$ cat src/rtl/gmii_inj_pkg.sv
package gmii_inj_pkg;
  localparam int MASK_W  = 16;
  localparam int EN_BIT  = 8;
  localparam int ERR_BIT = 9;

  typedef struct packed {
    logic              hit;
    logic [MASK_W-1:0] mask;
  } injStrobe_t;
endpackage

$ cat src/rtl/gmii_inj_ctrl.sv
module gmii_inj_ctrl
  import gmii_inj_pkg::*;
#(
  parameter int CNT_W      = 12,
  parameter int DEF_OFFSET = 20
) (
  input  logic              clk,
  input  logic              rstN,
  input  logic              inEn,
  input  logic              armWr,
  input  logic [MASK_W-1:0] armMask,
  input  logic              offWr,
  input  logic [CNT_W-1:0]  offVal,
  output injStrobe_t        strobe,
  output logic              armed,
  output logic              done
);
  localparam logic [CNT_W-1:0] CNT_MAX = {CNT_W{1'b1}};
  localparam logic [CNT_W-1:0] OFF_RST = CNT_W'(DEF_OFFSET);

  logic              prevEn, armedQ, doneQ, activeQ;
  logic [MASK_W-1:0] maskQ;
  logic [CNT_W-1:0]  cntQ, offQ, byteIdx;
  logic              sof, activeNow, hit;

  assign sof       = inEn & ~prevEn;
  assign byteIdx   = sof ? '0 : cntQ;
  assign activeNow = sof ? armedQ : activeQ;
  assign hit       = activeNow & inEn & ~armWr & (byteIdx == offQ);

  always_ff @(posedge clk) begin
    if (!rstN) begin
      prevEn  <= 1'b0;
      cntQ    <= '0;
      offQ    <= OFF_RST;
      maskQ   <= '0;
      armedQ  <= 1'b0;
      doneQ   <= 1'b0;
      activeQ <= 1'b0;
    end else begin
      prevEn <= inEn;
      if (inEn) cntQ <= (byteIdx == CNT_MAX) ? byteIdx : byteIdx + 1'b1;
      else      cntQ <= '0;
      if (offWr) offQ <= offVal;
      if (armWr) begin
        maskQ   <= armMask;
        armedQ  <= |armMask;
        doneQ   <= 1'b0;
        activeQ <= 1'b0;
      end else if (hit) begin
        armedQ  <= 1'b0;
        doneQ   <= 1'b1;
        activeQ <= 1'b0;
      end else if (!inEn) begin
        activeQ <= 1'b0;
      end else if (sof) begin
        activeQ <= armedQ;
      end
    end
  end

  assign strobe.hit  = hit;
  assign strobe.mask = maskQ;
  assign armed       = armedQ;
  assign done        = doneQ;


  hit_disarm_chk: assert property (@(posedge clk) disable iff (!rstN)
    hit |=> (doneQ && !armedQ));

  arm_load_chk: assert property (@(posedge clk) disable iff (!rstN)
    armWr |=> (!doneQ && (armedQ == $past(|armMask))));

  hit_needs_arm_chk: assert property (@(posedge clk) disable iff (!rstN)
    hit |-> (armedQ && inEn));

  single_shot_chk: assert property (@(posedge clk) disable iff (!rstN)
    (doneQ && !armWr) |-> !hit);
endmodule

$ cat src/rtl/gmii_inj_dp.sv
module gmii_inj_dp
  import gmii_inj_pkg::*;
#(
  parameter int DATA_W = 8
) (
  input  logic              clk,
  input  logic              rstN,
  input  injStrobe_t        strobe,
  input  logic [DATA_W-1:0] inData,
  input  logic              inEn,
  input  logic              inErr,
  output logic [DATA_W-1:0] outData,
  output logic              outEn,
  output logic              outErr
);
  for (genvar b = 0; b < DATA_W; b++) begin : g_flip
    assign outData[b] = inData[b] ^ (strobe.hit & strobe.mask[b]);
  end
  assign outEn  = inEn  & ~(strobe.hit & strobe.mask[EN_BIT]);
  assign outErr = inErr |  (strobe.hit & strobe.mask[ERR_BIT]);


  pass_thru_chk: assert property (@(posedge clk) disable iff (!rstN)
    !strobe.hit |-> (outData == inData && outEn == inEn && outErr == inErr));

  en_drop_chk: assert property (@(posedge clk) disable iff (!rstN)
    (strobe.hit && strobe.mask[EN_BIT]) |-> !outEn);

  err_raise_chk: assert property (@(posedge clk) disable iff (!rstN)
    (strobe.hit && strobe.mask[ERR_BIT]) |-> outErr);
endmodule

$ cat src/rtl/gmii_err_inject.sv
module gmii_err_inject
  import gmii_inj_pkg::*;
#(
  parameter int DATA_W     = 8,
  parameter int CNT_W      = 12,
  parameter int DEF_OFFSET = 20
) (
  input  logic              clk,
  input  logic              rstN,
  input  logic [DATA_W-1:0] inData,
  input  logic              inEn,
  input  logic              inErr,
  input  logic              armWr,
  input  logic [MASK_W-1:0] armMask,
  input  logic              offWr,
  input  logic [CNT_W-1:0]  offVal,
  output logic [DATA_W-1:0] outData,
  output logic              outEn,
  output logic              outErr,
  output logic              armed,
  output logic              done
);
  injStrobe_t strobe;

  gmii_inj_ctrl #(.CNT_W(CNT_W), .DEF_OFFSET(DEF_OFFSET)) u_ctrl (
    .clk(clk), .rstN(rstN), .inEn(inEn), .armWr(armWr), .armMask(armMask),
    .offWr(offWr), .offVal(offVal), .strobe(strobe), .armed(armed), .done(done)
  );

  gmii_inj_dp #(.DATA_W(DATA_W)) u_dp (
    .clk(clk), .rstN(rstN), .strobe(strobe), .inData(inData), .inEn(inEn),
    .inErr(inErr), .outData(outData), .outEn(outEn), .outErr(outErr)
  );
endmodule

$ cat config.mk
export PLATFORM = sky130hd
export DESIGN_NAME = gmii_err_inject
export DESIGN_NICKNAME = d
export VERILOG_FILES = /design/src/rtl/gmii_inj_pkg.sv /design/src/rtl/gmii_inj_ctrl.sv /design/src/rtl/gmii_inj_dp.sv /design/src/rtl/gmii_err_inject.sv
export SDC_FILE = /design/constraint.sdc
export NUM_CORES = 1
export LEC_CHECK = 0
export ABC_AREA = 1
export BUFFER_PORTS_ARGS = -buffer_cell sky130_fd_sc_hd__buf_4
export CORE_UTILIZATION = 40
export DETAILED_ROUTE_END_ITERATION = 10
export PLACE_DENSITY = 0.66
export SYNTH_ARGS = -nofsm -noshare
export SYNTH_HDL_FRONTEND = slang
export SYNTH_SLANG_ARGS = --single-unit
export TNS_END_PERCENT = 100
$ cat constraint.sdc
create_clock -name clk -period 1.8 [get_ports clk]
set_clock_uncertainty 0.2 [all_clocks]
set_input_delay 0.18 -clock clk [delete_from_list [all_inputs] [get_ports clk]]
set_output_delay 0.18 -clock clk [all_outputs]
set_load 0.01 [all_outputs]
Word level (Yosys, flattened, before mapping):

Index checks and enable logic that the tools add are counted.
Widths: inputs -> output; s select.

* register bits after elaboration: 38
* ROM bits: 0
* memories kept: 0
* latch bits: 0
* output and inout bits: 12
* RAM bits: 0
* word-level logic and storage cells: 49
* input port bits: 42

* reductions and logical operators: 5
* multipliers: 0
* magnitude comparators: 0
* bitwise logic cells: 29
* divide/modulo/power cells: 0
* mux-type cells: 5
* add/sub/neg operators: 1
* eq/ne operators: 2
* shift-type cells: 0

Operators with widths (number)
* $mux 12: 2
* $reduce_or 16->1: 1
* $and 1x1->1: 15
* $add 12x1->12 const B: 1
* $eq 12x12->1: 1
* $eq 12x12->1 const B: 1
* $xor 1x1->1: 8
* $not 1->1: 5
* $reduce_or 4->1: 1
* $mux 1: 3
* $reduce_and 2->1: 1
* $reduce_bool 2->1: 1
* $reduce_or 2->1: 1
* $or 1x1->1: 1

Logic depth before layout (Yosys ltp):

* depth after elaboration: 9
* depth in mapped cells: 13
* mapped depth without buffers: 11

Modules after synthesis:

A second synthesis with hierarchy kept.

* cells, all modules: 357
* area total of the unflattened synthesis: 2377.3 um^2

Modules (own cells, without submodules)
* gmii_inj_ctrl: instances 1, sequential area each 880.8 um^2, area each 2175.8 um^2, cells each 313
* gmii_inj_dp: instances 1, sequential area each 0.0 um^2, area each 201.4 um^2, cells each 44

Worst setup path before layout:

No wires, ideal clock.

* kind: register -> register
* from: register u_ctrl.prevEn
* to: register u_ctrl.cntQ[8]
* setup time: 0.124 ns
* stages on the path, launching flop included: 13
* buffers on the path: 1
* arrival: 1.572 ns
* clock period less this slack: 1.896 ns
* data required time: 1.476 ns
* path slack: -0.096 ns
* path through: dfxtp_1 > inv_1 > nand2_4 > buf_6 > nand2_4 > inv_1 > ha_1 > nand3_1 > nor2_2 > nand2_1 > xor2_1 > nor2_1 > nor2_1

* word-level cells in the longest chain between the ends: 5
* elaborated cells on any way between the ends: 6
* those cells by class: add/sub (1); eq/ne (1); mux (2); bitwise (2)

RTL lines
* start: declaration: line gmii_inj_ctrl.sv:21 `logic prevEn, armedQ, doneQ, activeQ;`
* start signal: assignment: line gmii_inj_ctrl.sv:41 `prevEn <= inEn;`
* $not 1->1 *: line gmii_inj_ctrl.sv:26 `assign sof = inEn & ~prevEn;`
* $and 1x1->1 *: line gmii_inj_ctrl.sv:26
* $mux 12 *: line gmii_inj_ctrl.sv:27 `assign byteIdx = sof ? '0 : cntQ;`
* $add 12x1->12 or $eq 12x12->1 (tied branches): line gmii_inj_ctrl.sv:42 `if (inEn) cntQ <= (byteIdx == CNT_MAX) ? byteIdx : byteIdx + 1'b1;`
* $mux 12 *: line gmii_inj_ctrl.sv:42
* end signal: assignment: line gmii_inj_ctrl.sv:42
* end: declaration: line gmii_inj_ctrl.sv:23 `logic [CNT_W-1:0] cntQ, offQ, byteIdx;`

Mark *: on every way between the ends. The rest lies on a longest branch, timed or not.
A chain may end at the register's enable or synchronous reset.

Worst setup path in the final report:

* from: register u_ctrl.prevEn
* to: output outData[6]

* word-level cells in the longest chain between the ends: 8
* elaborated cells on any way between the ends: 10
* those cells by class: eq/ne (1); mux (2); bitwise (7)

RTL lines
* $not 1->1 *: line gmii_inj_ctrl.sv:26
* $and 1x1->1 *: line gmii_inj_ctrl.sv:26
* branches (longest 3 deep; another with $mux 12)
* $and 1x1->1 *: line gmii_inj_ctrl.sv:29 `assign hit = activeNow & inEn & ~armWr & (byteIdx == offQ);`
* $and 1x1->1 *: line gmii_inj_dp.sv:17 `assign outData[b] = inData[b] ^ (strobe.hit & strobe.mask[b]);`
* $xor 1x1->1 *: line gmii_inj_dp.sv:17
* end: declaration: line gmii_err_inject.sv:17 `output logic [DATA_W-1:0] outData,`

Mark *: on every way between the ends.

==> flow_summary.ini <==
[status]
status = finished, violations left
violations = negative setup slack

[critical_path]
cp_num_buf_inv = 4
cp.required_ps = 1420
end_kind = output pin
crit_chain = clkinv_4, nand2_8, buf_12, nand2_4, nand2_2, nand2_1, nor2_1, nand2_1, nor2_2, buf_12, nand3_2, xnor2_2, buf_4
crit_type = reg2out
cp_max_fo = 11
crit_slowest_cell = dfxtp_2
cp-start-kind = flop
cp.arrival_ps = 1920
cp_top_family = simple AND/OR/NAND/NOR gates
slowest_delay_ps = 350

[yosys]
synth_seq_cells = 38
netlist_area_mm2 = 0.00204
yosys_warnings = 0
ys_types = 29
syn_area_per_cell_um2 = 7.09
syn-num-nets = 331
yosys-top-cells-area = dfxtp_1 37%, nand2_1 11%, nor2_1 7.5%
synth.top_cell.area_share = 0.373
synthCells = 288
seq_area_frac_synth = 0.373
yosys.area.top_type = dfxtp_1

[clock_network]
cts_buffer_depth = 2
cts_buffers = 5
insertion_delay_ps = 300
cts_tree = done
clock-sinks = 38
clk_pin_slew_ps = 80
htree_levels = 2
cts_root_buf = clkbuf_8

[cells_and_area]
area_delta_synth_final_pct = 70.0
final_common_cell = buf_4
n_antenna_cell = 0
final_nets = 452
mostFrequentLayoutCells = 88 x buf_4, 48 x nand2_1, 39 x nor2_1, 37 x dfxtp_1
final-instance-count-excl-fill = 477
fin_area_mm2 = 0.00347
drive_above_1_share = 0.402

[routing]
first_pass_iters = 4
ant_nets = 0
wl_per_cell_um = 13.8
num_vias = 2396
drt-total-wl_um = 6560
first_iter_violations = 129
via_per_inst = 5.02
drc_errors = 0

[timing]
grt_setup_unrepaired = true
final.setup.worst_slack_ps = -497
fin_crit_sh = 1.28
slew_headroom = 0.685
finalHoldViolations = 0
fmaxAchievable_mhz = 435
final-max-slew-violation-count = 0
fin_crit_ps = 2300
worst-slew-pin-transition_ps = 472
setup_violations = 24

[floorplanning]
die_y_um = 73.4
num_io_pins = 54
start_util = 0.424
die_width_um = 73.4
coreArea_mm2 = 0.00482
dieArea_mm2 = 0.00539
rows = 25

[power_and_ir_drop]
p_leak_nw = 1.62
powerDensity_mw_per_mm2 = 625
vdd_drop_max_mv = 0.518

[job]
drv_cap = 0

[global_route]
grt_remaining_overflow = 0
grt_max_degree = 24
grt_pass1_wl_um = 10100
grt_pass1_vias = 2290
antenna_found_initial = 0
grt_util_all_layers = 0.247

[place]
dpl.hpwl_um = 4370
io_buffers = 53
post-place-cells = 434
dpl-instance-area_mm2 = 0.00284
gp_congestion = 0.877

[hold_path]
hold_class = in2reg
==> final timing paths <==
path                    end  slack (ps)           start  cells after the start
max              outData[6]        -500   u_ctrl.prevEn                     13
min          u_ctrl.offQ[2]           8            rstN                      2
max reg2reg  u_ctrl.cntQ[3]        -170   u_ctrl.prevEn                     12
min reg2reg  u_ctrl.offQ[1]         280  u_ctrl.offQ[1]                      2
==> power by group <==
group          internal, mW  switching [mW]
sequential            0.880          0.0266
clock                 0.555           0.328
combinational         0.204           0.173
==> final cells by class <==
type                       instances  area, um^2
clock buffer                       5        68.8
fill                             395        1350
clock inverter                     3        68.8
timing repair buffer             122        1030
sequential                        38         762
multi-input combinational        213        1330
tap                               67        83.8
inverter                          29         121
==> kinds of logic (layout without fill, tap and decap cells) <==
logic type | after synthesis | count (layout) | synth area share
compound gates | 44 | 44 | 0.113
fa+ha+maj | 1 | 1 | 0.00613
flops | 38 | 38 | 0.373
simple gates | 157 | 158 | 0.381
xor+xnor | 10 | 10 | 0.0429
buf+inv | 38 | 159 | 0.0846
==> synthesized netlist by cell type <==
| library cell | n |
|---|---|
| nand2_1 | 60 |
| nor2_1 | 41 |
| dfxtp_1 | 38 |
| inv_1 | 26 |
| o21ai_0 | 24 |
| nand3_1 | 19 |
| a21oi_1 | 13 |
| nand3_2 | 8 |
| xnor2_1 | 8 |
| a31oi_1 | 5 |
| clkbuf_1 | 5 |
| nand3b_1 | 5 |
| nand4_1 | 5 |
| buf_6 | 4 |
| nor4_1 | 4 |
| inv_2 | 3 |
| nand2_2 | 3 |
| nand2_4 | 2 |
| nor2_2 | 2 |
| nor3_1 | 2 |
| nor3_2 | 2 |
| xor2_1 | 2 |
| a31o_2 | 1 |
| ha_1 | 1 |
| nand4_4 | 1 |
| nor2_4 | 1 |
| o21ai_1 | 1 |
| or2_1 | 1 |
| or2_2 | 1 |
==> metal layers <==
metal,wire (um),global-route usage
met1,2550,0.274
met2,3540,0.461
met3,309,0.0535
met4,162,0.0876
met5,0,0
==> through the flow <==
step | utilization | total power [mW] | setup slack [ps] | hold slack, ps | setup TNS (ps)
after floorplan | - | 1.07 | 3.37 | 91.0 | 0
after global placement | 0.589 | 1.22 | -147 | 199 | -2230
after detailed placement | 0.589 | 1.23 | -195 | 209 | -2750
after CTS | 0.685 | 2.15 | -488 | 3.93 | -5760
after global routing | 0.720 | 2.25 | -627 | 6.58 | -9100
final | 0.720 | 2.17 | -497 | 8.36 | -6210
==> state kept, by name, summed over array words and instances, names as in the netlist <==
register and count:
u_ctrl.cntQ 12, u_ctrl.offQ 12, u_ctrl.maskQ 10, u_ctrl.activeQ 1
u_ctrl.armed 1, u_ctrl.done 1, u_ctrl.prevEn 1
==> repair_timing <==
action | in CTS | in global routing
cloned | 1 | 0
resized for setup | 13 | 32
endpoints found under the setup margin | 24 | 25
hold buffers | 23 | 0
setup buffers | 5 | 6
pin swaps | 6 | 14
endpoints found under the hold margin | 21 | 0
No activity file was read; power rests on OpenSTA's default activity.
